### config.mk
export PLATFORM = sky130hd
export DESIGN_NAME = cs_serial_rx
export DESIGN_NICKNAME = d
export VERILOG_FILES = /design/src/rtl/cs_rx_pkg.sv /design/src/rtl/cs_rx_sync.sv /design/src/rtl/cs_rx_filter.sv /design/src/rtl/cs_rx_assembler.sv /design/src/rtl/cs_serial_rx.sv
export SDC_FILE = /design/constraint.sdc
export NUM_CORES = 1
export LEC_CHECK = 0
export ABC_AREA = 0
export BUFFER_PORTS_ARGS = -buffer_cell sky130_fd_sc_hd__buf_2
export CAP_MARGIN = 20
export CORE_MARGIN = 10
export CORE_UTILIZATION = 55
export DETAILED_ROUTE_END_ITERATION = 8
export HOLD_SLACK_MARGIN = 0.1
export PLACE_DENSITY = 0.74
export SLEW_MARGIN = 5
export SYNTH_ARGS = -nofsm -noshare
export SYNTH_HDL_FRONTEND = slang
export SYNTH_SLANG_ARGS = --single-unit
### constraint.sdc
create_clock -name clk -period 1.8 [get_ports clk]
set_input_delay 0.27 -clock clk [delete_from_list [all_inputs] [get_ports clk]]
set_output_delay 0.27 -clock clk [all_outputs]
set_load 0.05 [all_outputs]
### src/rtl/cs_rx_pkg.sv
package cs_rx_pkg;
    localparam int BYTE_BITS = 8;
    localparam int CNT_W     = $clog2(BYTE_BITS);

    // pin order inside the filtered vector
    localparam int PIN_CS   = 0;
    localparam int PIN_SCLK = 1;
    localparam int PIN_DATA = 2;
    localparam int PIN_NUM  = 3;

    typedef struct packed {
        logic [BYTE_BITS-1:0] shreg;
        logic [CNT_W-1:0]     cnt;
        logic                 sclk_prev;
        logic                 first_pend;
        logic [BYTE_BITS-1:0] data;
        logic                 strobe;
        logic                 first;
    } asm_state_t;
endpackage

### src/rtl/cs_rx_sync.sv
module cs_rx_sync #(
    parameter int          WIDTH   = 3,
    parameter logic [WIDTH-1:0] RST_VAL = '0
) (
    input  logic             clk,
    input  logic             rst_n,
    input  logic [WIDTH-1:0] async_i,
    output logic [WIDTH-1:0] sync_o
);
    typedef struct packed {
        logic [WIDTH-1:0] meta;
        logic [WIDTH-1:0] stable;
    } sync_t;

    sync_t st_d, st_q;

    always_comb begin
        st_d.meta   = async_i;
        st_d.stable = st_q.meta;
    end

    always_ff @(posedge clk or negedge rst_n) begin
        if (!rst_n) begin
            st_q.meta   <= RST_VAL;
            st_q.stable <= RST_VAL;
        end else begin
            st_q <= st_d;
        end
    end

    assign sync_o = st_q.stable;
endmodule

### src/rtl/cs_rx_filter.sv
module cs_rx_filter #(
    parameter int          WIDTH   = 3,
    parameter int          SAMPLES = 2,
    parameter logic [WIDTH-1:0] RST_VAL = '0
) (
    input  logic                     clk,
    input  logic                     rst_n,
    input  logic [WIDTH-1:0]         raw_i,
    output logic [WIDTH-1:0]         filt_o,
    output logic [WIDTH*SAMPLES-1:0] hist_o
);
    for (genvar g = 0; g < WIDTH; g++) begin : g_pin
        logic [SAMPLES-1:0] hist_d, hist_q;
        logic               lvl_d, lvl_q;

        always_comb begin
            hist_d = {hist_q[SAMPLES-2:0], raw_i[g]};
            lvl_d  = lvl_q;
            if (&hist_q)
                lvl_d = 1'b1;
            else if (~|hist_q)
                lvl_d = 1'b0;
        end

        always_ff @(posedge clk or negedge rst_n) begin
            if (!rst_n) begin
                hist_q <= {SAMPLES{RST_VAL[g]}};
                lvl_q  <= RST_VAL[g];
            end else begin
                hist_q <= hist_d;
                lvl_q  <= lvl_d;
            end
        end

        assign filt_o[g]                       = lvl_q;
        assign hist_o[g*SAMPLES +: SAMPLES]    = hist_q;
    end
endmodule

### src/rtl/cs_rx_assembler.sv
module cs_rx_assembler
    import cs_rx_pkg::*;
(
    input  logic                 clk,
    input  logic                 rst_n,
    input  logic                 cs_f,
    input  logic                 sclk_f,
    input  logic                 data_f,
    output logic [BYTE_BITS-1:0] byte_o,
    output logic                 strobe_o,
    output logic                 first_o
);
    asm_state_t st_d, st_q;
    logic       rise;

    assign rise = sclk_f & ~st_q.sclk_prev;

    always_comb begin
        st_d           = st_q;
        st_d.sclk_prev = sclk_f;
        st_d.strobe    = 1'b0;
        st_d.first     = 1'b0;
        if (cs_f) begin
            // idle: drop any partial byte, arm the first-byte flag
            st_d.shreg      = '0;
            st_d.cnt        = '0;
            st_d.first_pend = 1'b1;
        end else if (rise) begin
            st_d.shreg = {data_f, st_q.shreg[BYTE_BITS-1:1]};
            if (st_q.cnt == CNT_W'(BYTE_BITS-1)) begin
                st_d.cnt        = '0;
                st_d.data       = {data_f, st_q.shreg[BYTE_BITS-1:1]};
                st_d.strobe     = 1'b1;
                st_d.first      = st_q.first_pend;
                st_d.first_pend = 1'b0;
            end else begin
                st_d.cnt = st_q.cnt + 1'b1;
            end
        end
    end

    always_ff @(posedge clk or negedge rst_n) begin
        if (!rst_n) begin
            st_q.shreg      <= '0;
            st_q.cnt        <= '0;
            st_q.sclk_prev  <= 1'b1;
            st_q.first_pend <= 1'b1;
            st_q.data       <= '0;
            st_q.strobe     <= 1'b0;
            st_q.first      <= 1'b0;
        end else begin
            st_q <= st_d;
        end
    end

    assign byte_o   = st_q.data;
    assign strobe_o = st_q.strobe;
    assign first_o  = st_q.first;
endmodule

### src/rtl/cs_serial_rx.sv
module cs_serial_rx
    import cs_rx_pkg::*;
#(
    parameter int SAMPLES = 2
) (
    input  logic       clk,
    input  logic       rst_n,
    input  logic       cs_n_in,
    input  logic       sclk_in,
    input  logic       sdata_in,
    input  logic       dir_out,
    output logic [7:0] rx_byte,
    output logic       byte_end,
    output logic       first_byte,
    output logic       sdata_oe
);
    // chip select and clock idle high, data idles low
    localparam logic [PIN_NUM-1:0] IDLE_LVL = 3'b011;

    logic [PIN_NUM-1:0]         raw_pins, sync_pins, filt_pins;
    logic [PIN_NUM*SAMPLES-1:0] hist_all;
    logic                       oe_d, oe_q;

    assign raw_pins[PIN_CS]   = cs_n_in;
    assign raw_pins[PIN_SCLK] = sclk_in;
    assign raw_pins[PIN_DATA] = sdata_in;

    cs_rx_sync #(.WIDTH(PIN_NUM), .RST_VAL(IDLE_LVL)) u_sync (
        .clk     (clk),
        .rst_n   (rst_n),
        .async_i (raw_pins),
        .sync_o  (sync_pins)
    );

    cs_rx_filter #(.WIDTH(PIN_NUM), .SAMPLES(SAMPLES), .RST_VAL(IDLE_LVL)) u_filt (
        .clk    (clk),
        .rst_n  (rst_n),
        .raw_i  (sync_pins),
        .filt_o (filt_pins),
        .hist_o (hist_all)
    );

    cs_rx_assembler u_asm (
        .clk      (clk),
        .rst_n    (rst_n),
        .cs_f     (filt_pins[PIN_CS]),
        .sclk_f   (filt_pins[PIN_SCLK]),
        .data_f   (filt_pins[PIN_DATA]),
        .byte_o   (rx_byte),
        .strobe_o (byte_end),
        .first_o  (first_byte)
    );

    always_comb oe_d = dir_out & ~filt_pins[PIN_CS];

    always_ff @(posedge clk or negedge rst_n) begin
        if (!rst_n) oe_q <= 1'b0;
        else        oe_q <= oe_d;
    end

    assign sdata_oe = oe_q;
endmodule

# [Yosys cells after proc, flatten, opt, wreduce, memory -nomap -nowiden]
# Cells that the tools add are included.
[word_totals] reg_bits=39 out_inout_bits=11
[op_classes] addsub=1 n_eq_ne=4 n_mux=13 bitwise=4 reduce_logical=10
[ops] operator="$mux 11" count=4
[ops] operator="$reduce_and 2->1" count=4
[ops] operator="$mux 1" count=7
[ops] operator="$ne 2x1->1 const B" count=3
[ops] operator="$reduce_or 2->1" count=3
[ops] operator="$reduce_bool 2->1" count=2
[ops] operator="$add 3x1->3 const B" count=1
[ops] operator="$eq 3x3->1 const B" count=1
[ops] operator="$mux 3" count=1
[ops] operator="$reduce_and 3->1" count=1
[ops] operator="$and 1x1->1" count=2
[ops] operator="$mux 2" count=1
[ops] operator="$not 1->1" count=2

# [Longest topological paths before layout]
# Gate-level depths: netlist (run 1).
[logic_depth] word_depth=4 ltp_mapped=5 depth_no_buf=4

# [Modules after synthesis]
# A second synthesis (run 1) with hierarchy kept.
[unflattened] hier_cells=106 hier_area_um2=1463.9
[modules_own_cells] mod="cs_rx_assembler" n_inst=1 cells_each=80 area_per_inst_um2=932.1 seq_area_each_um2=553.0
[modules_own_cells] mod="cs_rx_filter" n_inst=1 cells_each=18 area_per_inst_um2=337.8 seq_area_each_um2=232.7
[modules_own_cells] mod="cs_rx_sync" n_inst=1 cells_each=6 area_per_inst_um2=155.1 seq_area_each_um2=155.1
[modules_own_cells] mod="cs_serial_rx" n_inst=1 cells_each=2 area_per_inst_um2=38.8 seq_area_each_um2=25.0

# [Worst setup path after synthesis (run 1)]
# No wires, ideal clock.
[synth_timing] kind="register -> register" startpoint="register u_asm.st_q[12] (netlist name)" endpoint="register u_asm.st_q, in the netlist u_asm.byte_o[0]" arrival_ns=1.267 t_required_ns=1.675 path_slack_ns=0.409 stages_incl_launch_ff=6 path_buffers=1 period_less_slack_ns=1.391 cell_sequence="dfrtp_1 ha_1 ha_1 nor3b_2 buf_6 mux2_2"
[synth_via] elab_chain_cells=2
[synth_lines] element="from (decl)" line="cs_rx_assembler.sv:13" source="asm_state_t st_d, st_q;"
[synth_lines] element="from (signal assigned)" line="cs_rx_assembler.sv:52" source="st_q <= st_d;"
[synth_lines] element="$eq 3x3->1" line="cs_rx_assembler.sv:30" source="if (st_q.cnt == CNT_W'(BYTE_BITS-1)) begin"
[synth_lines] element="$reduce_and 3->1 (no source line)"
# Every way passes these cells.
# A chain may end at the register's enable or synchronous reset.

# [Final worst setup path (run 1)]
[layout_timing] startpoint="register u_filt.g_pin[1].lvl_q" endpoint="register u_asm.st_q, in the netlist u_asm.byte_o[4]"
[layout_via] elab_chain_cells=2
[layout_lines] element="from (decl)" line="cs_rx_filter.sv:14" source="logic lvl_d, lvl_q;"
[layout_lines] element="from (signal assigned)" line="cs_rx_filter.sv:28" source="lvl_q <= RST_VAL[g];"
[layout_lines] element="from (signal assigned)" line="cs_rx_filter.sv:31" source="lvl_q <= lvl_d;"
[layout_lines] element="$and 1x1->1" line="cs_rx_assembler.sv:16" source="assign rise = sclk_f & ~st_q.sclk_prev;"
[layout_lines] element="$reduce_and 3->1 (no source line)"
# Every way passes these cells.

==> impl_metrics.ini, run 1 <==
[status]
status = finished, final reports clean

[power]
p_sw_w = 0.000371
clock_power_share = 0.293
seq_power_share = 0.619
p_leak_nw = 0.784
p_sw_frac = 0.242
internal_power_w = 0.00116
power.density_cell_area_nw_per_um2 = 955
report.power.total_w = 0.00153
power.combinational.fraction = 0.088
power.ir.vdd_worst_uv = 701

[logic_synthesis]
post_synthesis_register_bit_count = 38
share_of_synthesized_registers_carrying_an_async_set_or_reset = 1.00
synth.most_common_cell = sky130_fd_sc_hd__dfrtp_1
synth_top_area_frac = 0.453
synth-warning-count = 0
synth_seq_area_share = 0.672
post_synthesis_instance_area_um2 = 1440
postSynthNetCount = 117
synth_cell_types = 16
avgSynthCellArea_um2 = 13.7
synth_enable_flop_cells = 0
synth_top_cells_by_area = sky130_fd_sc_hd__dfrtp_1 (45%), sky130_fd_sc_hd__dfstp_2 (22%), sky130_fd_sc_hd__mux2_2 (8.6%), sky130_fd_sc_hd__nand2_1 (5.5%), sky130_fd_sc_hd__ha_1 (5.2%)
yosys_most_used_dff = sky130_fd_sc_hd__dfrtp_1
syn_inst = 105
yosys.area.top_type = sky130_fd_sc_hd__dfrtp_1
synthTopCellsByCount = sky130_fd_sc_hd__dfrtp_1 (26), sky130_fd_sc_hd__nand2_1 (21), sky130_fd_sc_hd__dfstp_2 (12)

[final_layout]
drive_above_1_share = 0.424
combined_area_of_the_multi_input_logic_cells_um2 = 385
syn2layout_area_growth_pct = 11.6
num_antenna_cells = 0
numnets_final = 136
fillcell_total = 204
utilization_of_the_core_after_routing = 0.647
final-seq-area_um2 = 966

[global_routing]
grt_pass1_wl_um = 3640
total_congestion_overflow = 0
first_global_vias = 860
grt_most_used_layer = met2
globalRouteTotalUtil = 0.0874
groute.layer.met2.usage = 0.144
grt_use_met1 = 0.0937
antenna_found_initial = 0
groute.layer.met3.usage = 0.0404
grt_max_degree = 39

[timing]
grt_setup_unrepaired = false
post-route-period-util = 0.853
relSlewSlack = 0.701
final_max_tran_viols = 0
worst-slew-pin-transition_ps = 449
worst_clock_skew_ps = 13.3
timing_hold_violations_final = 0
worst_hold_slack_ps = 155
timing.fmax_mhz = 651
totalNegativeSetupSlack_ps = 0
setup_violations = 0
fin_crit_ps = 1530

[clock_tree]
clock_insertion_delay_worst_skew_ps = 340
clock_sink_count = 38
numCtsBuffers = 5
post_cts_buffers = 0
post_cts_resized = 0
cts_buffer_depth = 2
cts.clk_slew.worst_paths_ps = 100
clockRootBuffer = sky130_fd_sc_hd__clkbuf_4
cts-htree-levels = 2
post_cts_hold_buffer_count = 4
cts_tree = built

[worst_setup_path]
timing.critical_path.arrival_ps = 1760
critical_path.endpoint_type = register
crit_path_max_incr_delay_ps = 590
timing.critical_path.fanout_max = 13
cp.required_ps = 2020
worst-setup-path-type = register to register
cp_slowest_cell = sky130_fd_sc_hd__dfstp_2
setup.worst_path.start_class = register
sequence_of_cells_on_the_critical_path = nand2b_4 -> nor3b_2 -> buf_4 -> mux2_2

[floorplanning]
die-area_um2 = 5060
die-width_um = 71.1
design.core.area_um2 = 2480
floorplan.initialDensity = 0.580
top_level_ports = 17
die-height_um = 71.1
std_cell_rows = 18

[route]
detail_route.iter0.violations = 51
viasPerCell = 4.89
routed_wl_um = 2030
drtPass1Iterations = 4
number_of_vias_in_the_routed_layout = 758
drc_errors = 0
detail_route.wl_per_cell_um = 13.1
drt.antenna.violating_nets = 0

[place]
gp_congestion = 0.703
port_buffers = 16
post-dp-hpwl_um = 1420

[worst_hold_path]
hold_path_class = input port to register

[job]
drv_cap = 0
-- area by class of cell --
| class | instances | area share |
|---|---|---|
| clock inverter | 2 | 0.00781 |
| clock buffer | 6 | 0.0320 |
| tap | 30 | 0.0234 |
| multi-input combinational | 55 | 0.240 |
| sequential | 38 | 0.603 |
| timing repair buffer | 24 | 0.0937 |
-- worst max-delay path: cells and delay by family, from the launching register on --
family	cells	cell delay [ps]
flops	1	590
mux	1	350
buf+inv	1	190
simple gates	2	310
-- cells in the final DEF (no fill, tap or decap), drive strengths merged --
master,synthesis,routed
dfrtp,26,26
nand2,21,21
buf,11,20
dfstp,12,12
mux2,11,11
a21oi,10,10
ha,6,6
clkbuf,1,6
dlygate4sd3,0,4
nor2b,2,2
nand2b,1,1
nor3,1,1
nor3b,1,1
or3,1,1
a21o,1,1
clkinvlp,0,1
clkinv,0,1
-- metrics by stage --
| stage | area, um2 | worst slack [ps] | instances |
|---|---|---|---|
| after floorplan | 1440 | 409 | 105 |
| after CTS | 1600 | 247 | 155 |
| after global placement | 1500 | 321 | 143 |
| final | 1600 | 265 | 155 |
| after detailed placement | 1500 | 264 | 143 |
| after global routing | 1600 | 173 | 155 |
-- power groups by stage --
stage / clock [W] / sequential [W] / combinational (W)
final: 0.000448 / 0.000948 / 0.000135
after global routing: 0.000502 / 0.000955 / 0.000157
after CTS: 0.000471 / 0.000948 / 0.000138
after detailed placement: 0 / 0.000963 / 0.000131
after global placement: 0 / 0.000960 / 0.000126
after floorplan: 0 / 0.000965 / 0.0000779
-- sequential cells by signal, summed over array words and instances, names as in the netlist --
register,cells
u_asm.st_q,12
u_asm.byte_o,8
u_filt.g_pin.hist_q,6
u_filt.g_pin.lvl_q,3
u_sync.st_d,3
u_sync.sync_o,3
sdata_oe,1
u_asm.first_o,1
u_asm.strobe_o,1
-- path summary, 6_finish.rpt --
kind	startpoint	endpoint	slack, ps	cells past startpoint
setup / recovery	u_filt.g_pin[1].lvl_q$_DFFE_PN1P_	u_asm.byte_o[4]$_DFFE_PN0P_	270	4
hold / removal	dir_out	sdata_oe$_DFF_PN0_	150	2
setup reg to reg	u_filt.g_pin[1].lvl_q$_DFFE_PN1P_	u_asm.byte_o[4]$_DFFE_PN0P_	270	4
hold reg to reg	u_sync.sync_o[2]$_DFF_PN0_	u_filt.g_pin[2].hist_q[0]$_DFF_PN0_	360	0
min in group asynchronous	rst_n	u_asm.st_q[19]$_DFFE_PN0P_	490	3
max in group asynchronous	rst_n	u_filt.g_pin[0].hist_q[0]$_DFF_PN1_	950	3
-- layer usage --
| layer | vias to the layer above | share of wire |
|---|---|---|
| met4 | 0 | 0.0084 |
| li1 | 380 | - |
| met1 | 358 | 0.47 |
| met2 | 16 | 0.46 |
| met3 | 4 | 0.061 |
| met5 | - | 0 |
-- logic make-up after synthesis --
kind of cell | after synthesis | synth area share
DFF | 38 | 0.672
and+or+nand+nor | 27 | 0.0897
buffers and inverters | 12 | 0.0592
AOI/OAI and AO/OA | 11 | 0.0401
muxes | 11 | 0.0862
adders and majority gates | 6 | 0.0523
(Power assumes the default switching activity.)
==> run 2: changes to the inputs <==
CTS_BUF_LIST = sky130_fd_sc_hd__clkbuf_16   (was default)
==> impl_metrics.ini, run 2 (synthesis results as in run 1) <==
[route]
drtPass1Iterations = 4
drc_errors = 0
number_of_vias_in_the_routed_layout = 749
routed_wl_um = 2030
viasPerCell = 4.83
detail_route.iter0.violations = 38
drt.antenna.violating_nets = 0
detail_route.wl_per_cell_um = 13.1

[worst_setup_path]
setup.worst_path.start_class = register
cp.required_ps = 1960
critical_path.endpoint_type = register
sequence_of_cells_on_the_critical_path = nand2b_4 -> nor3b_2 -> buf_4 -> mux2_2
cp_slowest_cell = sky130_fd_sc_hd__dfstp_2
timing.critical_path.arrival_ps = 1690
timing.critical_path.fanout_max = 13
crit_path_max_incr_delay_ps = 570
worst-setup-path-type = register to register

[power]
p_leak_nw = 0.817
power.density_cell_area_nw_per_um2 = 1130
power.ir.vdd_worst_uv = 984

[final_layout]
leading_cell_types_in_the_layout_fill_and_taps_excluded = sky130_fd_sc_hd__dfrtp_1 (26), sky130_fd_sc_hd__nand2_1 (21), sky130_fd_sc_hd__buf_2 (16)
utilization_of_the_core_after_routing = 0.678
num_antenna_cells = 0
largest_register_ff_count = 12
top_register = u_asm.st_q
numnets_final = 136
most_common_library_cell_in_the_layout_ignoring_fill_and_taps = sky130_fd_sc_hd__dfrtp_1
syn2layout_area_growth_pct = 17.0
stdcell_area_um2 = 1680
drive_above_1_share = 0.416

[floorplanning]
std_cell_rows = 18
top_level_ports = 17
design.core.area_um2 = 2480
die-area_um2 = 5060
floorplan.initialDensity = 0.580
die-width_um = 71.1
die-height_um = 71.1

[timing]
worst-slew-pin-transition_ps = 443
fin_crit_ps = 1530
grt_setup_unrepaired = false
relSlewSlack = 0.705
worst_clock_skew_ps = 4.47
final_max_tran_viols = 0
post-route-period-util = 0.851
totalNegativeSetupSlack_ps = 0
timing.fmax_mhz = 653
setup_violations = 0
timing_hold_violations_final = 0

[global_routing]
first_global_vias = 851
antenna_found_initial = 0
grt_max_degree = 39
total_congestion_overflow = 0
globalRouteTotalUtil = 0.0920
grt_pass1_wl_um = 3700

[clock_tree]
clock_insertion_delay_worst_skew_ps = 280
post_cts_hold_buffer_count = 4
clock_sink_count = 38
post_cts_buffers = 0
cts.clk_slew.worst_paths_ps = 50
cts_buffer_depth = 2
clockRootBuffer = sky130_fd_sc_hd__clkbuf_16
cts_tree = built
numCtsBuffers = 5
post_cts_resized = 0
cts-htree-levels = 2

[place]
port_buffers = 16
placement.cell_area_um2 = 1500
post-dp-hpwl_um = 1420
gp_congestion = 0.703

[worst_hold_path]
hold_path_class = input port to register

[job]
drv_cap = 0

[status]
status = finished, final reports clean
[run 2: cell types whose count changed in the layout (fill, tap and decap cells not counted)]
cell / delta
sky130_fd_sc_hd__clkbuf_8: -1
sky130_fd_sc_hd__clkbuf_16: +5
sky130_fd_sc_hd__clkbuf_4: -5
sky130_fd_sc_hd__clkinv_1: +1
[run 2: per-stage QoR]
| stage | hold slack, ps | std cells | worst slack [ps] | power, W |
|---|---|---|---|---|
| finish | 213 | 155 | 269 | 0.00190 |
| global route | 244 | 155 | 179 | 0.00198 |
| CTS | 213 | 155 | 256 | 0.00192 |
| detailed placement | 334 | 143 | 264 | 0.00109 |
| global placement | 327 | 143 | 321 | 0.00109 |
| floorplan | -25.6 | 105 | 409 | 0.00104 |
[run 2: layer usage]
metal	vias to the layer above	routed length (um)	GRT usage
met5	-	0	0
met4	0	40	0.0452
met3	6	127	0.0572
met2	14	960	0.144
met1	355	904	0.0945
li1	374	-	-
[run 2: layout make-up]
type / instances / area, um2
sequential: 38 / 966
clock inverter: 3 / 16.3
timing repair buffer: 24 / 150
fill: 185 / 797
tap: 30 / 37.5
clock buffer: 5 / 125
multi-input combinational: 55 / 385
[run 2: critical path: cells and delay by family (launching register included)]
kind          cells  cell delay (ps)
flops             1              570
buf+inv           1              190
mux               1              350
simple gates      2              310
[run 2: final timing paths]
| path | from | to | slack, ps | depth (start not counted) |
|---|---|---|---|---|
| min in group asynchronous | rst_n | sdata_oe$_DFF_PN0_ | 560 | 3 |
| min reg2reg | u_sync.sync_o[2]$_DFF_PN0_ | u_filt.g_pin[2].hist_q[0]$_DFF_PN0_ | 350 | 0 |
| min | dir_out | sdata_oe$_DFF_PN0_ | 210 | 2 |
| max | u_filt.g_pin[1].lvl_q$_DFFE_PN1P_ | u_asm.byte_o[4]$_DFFE_PN0P_ | 270 | 4 |
| max in group asynchronous | rst_n | u_filt.g_pin[0].hist_q[0]$_DFF_PN1_ | 900 | 3 |
| max reg2reg | u_filt.g_pin[1].lvl_q$_DFFE_PN1P_ | u_asm.byte_o[4]$_DFFE_PN0P_ | 270 | 4 |
[run 2: power breakdown]
| group | internal, W | switching [W] | leakage [nW] | total, W |
|---|---|---|---|---|
| logic | 0.0000563 | 0.0000782 | 0.274 | 0.000134 |
| registers | 0.000918 | 0.0000315 | 0.475 | 0.000950 |
| clock network | 0.000504 | 0.000308 | 0.0672 | 0.000812 |
| total | 0.00148 | 0.000418 | 0.817 | 0.00190 |
